<file path="config.mk">
export PLATFORM = sky130hd
export DESIGN_NAME = hsgn_unit
export DESIGN_NICKNAME = d
export VERILOG_FILES = /design/src/rtl/hsgn_pkg.sv /design/src/rtl/hsgn_box_check.sv /design/src/rtl/hsgn_inject.sv /design/src/rtl/hsgn_move.sv /design/src/rtl/hsgn_unit.sv
export SDC_FILE = /design/constraint.sdc
export NUM_CORES = 1
export LEC_CHECK = 0
export CAP_MARGIN = 20
export CORE_MARGIN = 2
export CORE_UTILIZATION = 33
export DETAILED_ROUTE_END_ITERATION = 10
export PLACE_DENSITY = 0.8
export SYNTH_ARGS = -nofsm -noshare
export SYNTH_HDL_FRONTEND = slang
export SYNTH_SLANG_ARGS = --single-unit
</file>
<file path="constraint.sdc">
create_clock -name clk_i -period 2.2 [get_ports clk_i]
set_input_delay 0.33 -clock clk_i [delete_from_list [all_inputs] [get_ports clk_i]]
set_output_delay 0.33 -clock clk_i [all_outputs]
set_load 0.02 [all_outputs]
</file>
<file path="src/rtl/hsgn_pkg.sv">
package hsgn_pkg;

  localparam int HALF_W = 16;

  typedef enum logic [2:0] {
    OP_SGNJ  = 3'd0,
    OP_SGNJN = 3'd1,
    OP_SGNJX = 3'd2,
    OP_F2X   = 3'd3,
    OP_X2F   = 3'd4
  } hsgn_op_e;

  // canonical quiet half NaN pattern
  localparam logic [HALF_W-1:0] HALF_QNAN = 16'h7E00;

  function automatic logic is_sign_op(input logic [2:0] op);
    return (op == OP_SGNJ) || (op == OP_SGNJN) || (op == OP_SGNJX);
  endfunction

  function automatic logic is_legal_op(input logic [2:0] op);
    return is_sign_op(op) || (op == OP_F2X) || (op == OP_X2F);
  endfunction

endpackage

</file>
<file path="src/rtl/hsgn_box_check.sv">
module hsgn_box_check #(
  parameter int FLEN = 64
) (
  input  logic [FLEN-1:0] raw_i,
  input  logic            check_en_i,
  output logic [FLEN-1:0] checked_o,
  output logic            box_bad_o
);
  import hsgn_pkg::*;

  localparam int UPPER_W = FLEN - HALF_W;

  function automatic logic upper_all_ones(input logic [FLEN-1:0] v);
    return &v[FLEN-1:HALF_W];
  endfunction

  function automatic logic [FLEN-1:0] boxed_qnan();
    return {{UPPER_W{1'b1}}, HALF_QNAN};
  endfunction

  assign box_bad_o = check_en_i && !upper_all_ones(raw_i);
  assign checked_o = box_bad_o ? boxed_qnan() : raw_i;

endmodule

</file>
<file path="src/rtl/hsgn_inject.sv">
module hsgn_inject #(
  parameter int FLEN = 64
) (
  input  logic [FLEN-1:0] a_i,
  input  logic [FLEN-1:0] b_i,
  input  logic [2:0]      op_i,
  input  logic            same_idx_i,
  input  logic            int_mode_i,
  output logic [FLEN-1:0] res_o,
  output logic            new_sign_o
);
  import hsgn_pkg::*;

  localparam int SB = HALF_W - 1;   // sign bit position
  localparam int UPPER_W = FLEN - HALF_W;

  function automatic logic pick_sign(input logic [2:0] op, input logic same,
                                     input logic sa, input logic sb);
    logic s;
    case (op)
      OP_SGNJ:  s = same ? sa : sb;
      OP_SGNJN: s = same ? ~sa : ~sb;
      default:  s = same ? 1'b0 : (sa ^ sb);
    endcase
    return s;
  endfunction

  function automatic logic [FLEN-1:0] sext_half(input logic [HALF_W-1:0] h);
    return {{UPPER_W{h[SB]}}, h};
  endfunction

  logic [FLEN-1:0] upper_src;
  logic [FLEN-1:0] merged;

  assign new_sign_o = pick_sign(op_i, same_idx_i, a_i[SB], b_i[SB]);

  // plain copy with distinct indices keeps operand B's upper bits
  assign upper_src = ((op_i == OP_SGNJ) && !same_idx_i) ? b_i : a_i;

  always_comb begin
    merged = upper_src;
    merged[SB-1:0] = a_i[SB-1:0];
    merged[SB] = new_sign_o;
  end

  assign res_o = int_mode_i ? sext_half(merged[HALF_W-1:0]) : merged;

endmodule

</file>
<file path="src/rtl/hsgn_move.sv">
module hsgn_move #(
  parameter int FLEN = 64
) (
  input  logic [hsgn_pkg::HALF_W-1:0] half_i,
  input  logic [2:0]                  op_i,
  input  logic                        narrow_i,
  output logic [FLEN-1:0]             res_o
);
  import hsgn_pkg::*;

  localparam int NARROW_W = FLEN / 2;
  localparam int WIDE_EXT = FLEN - HALF_W;
  localparam int NARROW_EXT = NARROW_W - HALF_W;

  function automatic logic [FLEN-1:0] to_int(input logic [HALF_W-1:0] h,
                                             input logic nar);
    logic [FLEN-1:0] v;
    if (nar) v = {{NARROW_W{1'b0}}, {NARROW_EXT{h[HALF_W-1]}}, h};
    else     v = {{WIDE_EXT{h[HALF_W-1]}}, h};
    return v;
  endfunction

  function automatic logic [FLEN-1:0] to_float(input logic [HALF_W-1:0] h);
    return {{WIDE_EXT{1'b1}}, h};
  endfunction

  always_comb begin
    if (op_i == OP_F2X) res_o = to_int(half_i, narrow_i);
    else                res_o = to_float(half_i);
  end

endmodule

</file>
<file path="src/rtl/hsgn_unit.sv">
module hsgn_unit #(
  parameter int FLEN  = 64,
  parameter int IDX_W = 5
) (
  input  logic             clk_i,
  input  logic             rst_ni,
  input  logic             valid_i,
  input  logic [2:0]       op_i,
  input  logic             int_mode_i,
  input  logic             narrow_i,
  input  logic [IDX_W-1:0] rs1_idx_i,
  input  logic [IDX_W-1:0] rs2_idx_i,
  input  logic [FLEN-1:0]  opa_i,
  input  logic [FLEN-1:0]  opb_i,
  output logic             valid_o,
  output logic             illegal_o,
  output logic [FLEN-1:0]  result_o
);
  import hsgn_pkg::*;

  localparam int NOPS = 2;
  localparam int UPPER_W = FLEN - HALF_W;
  localparam int SEXT_W = FLEN - HALF_W + 1;
  localparam int NARROW_W = FLEN / 2;

  logic [FLEN-1:0] raw_ops [NOPS];
  logic [FLEN-1:0] chk_ops [NOPS];
  logic [NOPS-1:0] box_bad;

  assign raw_ops[0] = opa_i;
  assign raw_ops[1] = opb_i;

  generate
    for (genvar g = 0; g < NOPS; g++) begin : g_box
      hsgn_box_check #(.FLEN(FLEN)) box_i (
        .raw_i      (raw_ops[g]),
        .check_en_i (!int_mode_i),
        .checked_o  (chk_ops[g]),
        .box_bad_o  (box_bad[g])
      );
    end
  endgenerate

  logic            same_idx;
  logic            sign_op;
  logic            legal_op;
  logic            inj_sign;
  logic [FLEN-1:0] inj_res;
  logic [FLEN-1:0] mov_res;
  logic [FLEN-1:0] nxt_res;

  assign same_idx = (rs1_idx_i == rs2_idx_i);
  assign sign_op  = is_sign_op(op_i);
  assign legal_op = is_legal_op(op_i);

  hsgn_inject #(.FLEN(FLEN)) inj_i (
    .a_i        (chk_ops[0]),
    .b_i        (chk_ops[1]),
    .op_i       (op_i),
    .same_idx_i (same_idx),
    .int_mode_i (int_mode_i),
    .res_o      (inj_res),
    .new_sign_o (inj_sign)
  );

  hsgn_move #(.FLEN(FLEN)) mov_i (
    .half_i   (opa_i[HALF_W-1:0]),
    .op_i     (op_i),
    .narrow_i (narrow_i),
    .res_o    (mov_res)
  );

  always_comb begin
    if (!legal_op)    nxt_res = '0;
    else if (sign_op) nxt_res = inj_res;
    else              nxt_res = mov_res;
  end

  always_ff @(posedge clk_i) begin
    if (!rst_ni) begin
      valid_o   <= 1'b0;
      illegal_o <= 1'b0;
      result_o  <= '0;
    end else begin
      valid_o <= valid_i;
      if (valid_i) begin
        illegal_o <= !legal_op;
        result_o  <= nxt_res;
      end
    end
  end


  valid_delay_chk: assert property (@(posedge clk_i) disable iff (!rst_ni)
    valid_i |=> valid_o);


  hold_chk: assert property (@(posedge clk_i) disable iff (!rst_ni)
    !valid_i |=> (!valid_o && $stable(result_o) && $stable(illegal_o)));


  illegal_zero_chk: assert property (@(posedge clk_i) disable iff (!rst_ni)
    (valid_o && illegal_o) |-> (result_o == '0));


  float_box_out_chk: assert property (@(posedge clk_i) disable iff (!rst_ni)
    (valid_i && !int_mode_i && sign_op) |=> (&result_o[FLEN-1:HALF_W]));


  bad_box_neg_chk: assert property (@(posedge clk_i) disable iff (!rst_ni)
    (valid_i && box_bad[0] && same_idx && op_i == OP_SGNJN)
      |=> (result_o[HALF_W-1:0] == (HALF_QNAN | 16'h8000)));


  int_sext_chk: assert property (@(posedge clk_i) disable iff (!rst_ni)
    (valid_i && int_mode_i && sign_op) |=>
      ($countones(result_o[FLEN-1:HALF_W-1]) == 0 ||
       $countones(result_o[FLEN-1:HALF_W-1]) == SEXT_W));


  abs_clear_chk: assert property (@(posedge clk_i) disable iff (!rst_ni)
    (valid_i && same_idx && op_i == OP_SGNJX) |=> !result_o[HALF_W-1]);


  narrow_move_chk: assert property (@(posedge clk_i) disable iff (!rst_ni)
    (valid_i && narrow_i && op_i == OP_F2X) |=> (result_o[FLEN-1:NARROW_W] == '0));


  x2f_box_chk: assert property (@(posedge clk_i) disable iff (!rst_ni)
    (valid_i && op_i == OP_X2F) |=> (result_o[FLEN-1:HALF_W] == {UPPER_W{1'b1}}));


  sign_src_chk: assert property (@(posedge clk_i) disable iff (!rst_ni)
    (valid_i && sign_op) |=> (result_o[HALF_W-1] == $past(inj_sign)));

endmodule

</file>
==> results_dict.tcl <==
set metrics [dict create \
    yosysTopAreaCell "dfxtp_1" \
    netlist_area_um2 2690 \
    powerDensity_nw_per_um2 584.9 \
    yosysWarnings 0 \
    regArea_um2 1321 \
    vias 3047 \
    tns_ns 0 \
    crit_path_top_delay_cell "clkdlybuf4s50_1" \
    first_pass_iters 4 \
    drt_iter0_drc 120 \
    rrSetupSlack_ns 1.46 \
    endpoint "result_o[57]" \
    crit_fanout 6 \
    grt_pass1_vias 3060 \
    gp_congestion 0.8334 \
    rsz0062_at_grt "yes" \
    cp_top_family "buffers and inverters" \
    nNetsFinal 663 \
    die_area_um2 8890 \
    setup_ws_ns 0.06405 \
    grt-ovfl-total 0 \
    rows 32 \
    synth.mux.area_fraction_pct 0 \
    ys_seq_area_share_pct 49.12 \
    period_needed_ns 2.136 \
    synth_common_cells "66 x dfxtp_1, 54 x nand2_1, 52 x nand3_1" \
    numCtsBuffers 9 \
    min_period_over_period_pct 97.09 \
    cap_violations 0 \
    die_h_um 94.29 \
    synthAdderAreaFrac_pct 0 \
    max_stage_delay_ns 0.54 \
    ys_types 34 \
    instances_no_fill 622 \
    initial_core_util_pct 34.46 \
    worst-path-buf-inv 3 \
    ioPinCount 212 \
    setup_viol 0 \
    synth_compound_area_share_pct 11.63 \
    r2r_end "result_o[3]" \
    synth_top_area_share_pct 49.12 \
    port_buffers 196 \
    syn_inst 308 \
    antenna_found_initial 0 \
    place_ws_ns -0.3620 \
    syn_to_final_growth_pct 92.70 \
    place_inst 602 \
    tightest_slew_ns 0.5024 \
    grt_max_degree 50 \
    hold_ws_ns 0.4557 \
    synth.most_common_cell "dfxtp_1" \
    setup.worst_path.start_class "input pin" \
    endpoint_kind "flip-flop" \
    fillCellCount 645 \
    syn_avg_cell_area_um2 8.734 \
    hpwl_um 7486 \
    startpoint "opb_i[62]" \
    cp_data_arrival_time_ns 2.34 \
    p_leak_nw 2.087 \
    run_status "completed" \
    drc 0 \
    finClkSkew_ns 0 \
    irDropWorstVdd_mv 0.2703 \
    path_depth 10 \
    netlist_top_cells_area "dfxtp_1 49%, nand3_1 9.7%, nand2_1 7.5%" \
    die_w_um 94.29 \
    synth_top_family_by_area "simple AND/OR/NAND/NOR gates" \
    via_per_inst 4.899 \
    core_um2 7807 \
    clock_sinks 66 \
    finalHoldViolCount 0 \
    postSynthNetCount 454 \
    clk_latency_ns 0.32 \
    synth-xor-area-share_pct 1.628 \
    grt_util_all_layers_pct 20.83 \
    synth_seq_cells 66 \
    detail_route.wl_per_cell_um 15.18 \
    slew_violations 0 \
    wl_um 9445 \
    multi_input_area_um2 1331 \
    crit_chain "clkdlybuf4s50_1 > nand4_1 > nor4_1 > and4_2 > o2bb2ai_4 > o2111ai_4 > o211ai_4 > buf_12 > buf_4 > nand3_1" \
    layout-drive-gt1-share_pct 10.77 \
    insertedDiodeCount 0 \
    fmax_ghz 0.4682 \
    synth-main-ff-cell "dfxtp_1" \
    cts_tree "yes" \
    cts_buffer_depth 2 \
    rr_worst_depth 3 \
    cts_root_buf "clkbuf_8" \
    grt_pass1_wl_um 14370 \
    ctsHoldBuffers 0 \
    clk_pin_slew_ns 0.07 \
    timing.rr.start "result_o[3]" \
    p_total_mw 3.032 \
    critPathRequiredTime_ns 2.40 \
    crit_type "in2reg" \
    cts_max_level 3 \
    synthArstFlopShare_pct 0 \
    yosys.area_share.simple_pct 33.16 \
    max_slew_margin_pct 66.45 \
    hold_path_class "reg2reg" \
    route.antenna.remaining_nets 0 \
    synth_enable_flop_cells 0 \
]
report_power, final:
part | switching, mW | internal [mW]
logic | 0.352 | 0.484
clock network | 0.416 | 0.423
registers | 0.0547 | 1.30
total | 0.822 | 2.21
what timing repair did:
item | in CTS | in global routing
gates resized for setup | 1 | 14
cloned | 0 | 3
pin swaps | 0 | 9
setup endpoints to repair | 9 | 57
buffers inserted | 0 | 3
layout make-up:
class / count / area share [%]
Timing Repair Buffer: 217 / 43.01
Multi-Input combinational cell: 219 / 25.68
Sequential cell: 66 / 25.49
Clock buffer: 11 / 2.728
Tap cell: 102 / 2.462
Clock inverter: 3 / 0.3379
Inverter: 4 / 0.2896
flip-flops by register name, indices dropped and copies added (netlist names):
register   cells
illegal_o      1
valid_o        1
result_o      64
routing by layer:
layer	wire length, um	GRT usage, %	up-vias	share of wire (%)
met5	0	0	-	0
met4	131	6.401	0	1.4
met3	602	5.538	10	6.4
met2	5141	39.29	126	54
met1	3568	22.44	1409	38
li1	-	-	1502	-
stage by stage:
stage	utilization, %	area, um^2
after CTS	64.07	5002
after floorplan	-	2690
after detailed placement	61.96	4837
final	66.39	5184
after global placement	61.96	4837
after global routing	66.39	5184
worst min-delay path, stage by stage, from the launching register on:
cell and delay, ns:
dfxtp_1 0.33, nand2_1 0.05, nand3_1 0.05
worst min path at each step:
stage | from | endpoint | slack [ns] | cells past startpoint
floorplan | op_i[2] | result_o[15] | 0.49 | 2
global placement | result_o[15] | result_o[15] | 0.44 | 2
CTS | result_o[15] | result_o[15] | 0.46 | 2
global route | result_o[27] | result_o[27] | 0.49 | 2
detailed placement | result_o[15] | result_o[15] | 0.44 | 2
finish | result_o[15] | result_o[15] | 0.46 | 2
cells by family after synthesis:
group,after synthesis
xor gates and xnor gates,5
DFF,66
AOI/OAI and AO/OA,41
and+or+nand+nor,173
buffers and inverters,23
layout by cell type, fill, tap and decap left out, types with 2 or more instances in the layout:
master,count
o21ai_0,10
nand2_1,53
a21boi_0,6
dfxtp_1,66
nor2_1,3
clkbuf_8,10
clkbuf_16,2
xor2_1,4
buf_4,12
and2_1,2
nand3_2,3
nor4_2,3
buf_12,5
nand2b_1,6
dlymetal6s2s_1,2
o211ai_4,2
o211ai_1,2
clkinv_2,2
nor4_1,2
nand3_1,50
a31oi_1,2
nand4_1,23
inv_1,4
a21oi_1,12
nor2b_1,19
buf_6,2
clkdlybuf4s50_1,194
Power figures use the tool's default switching activity.
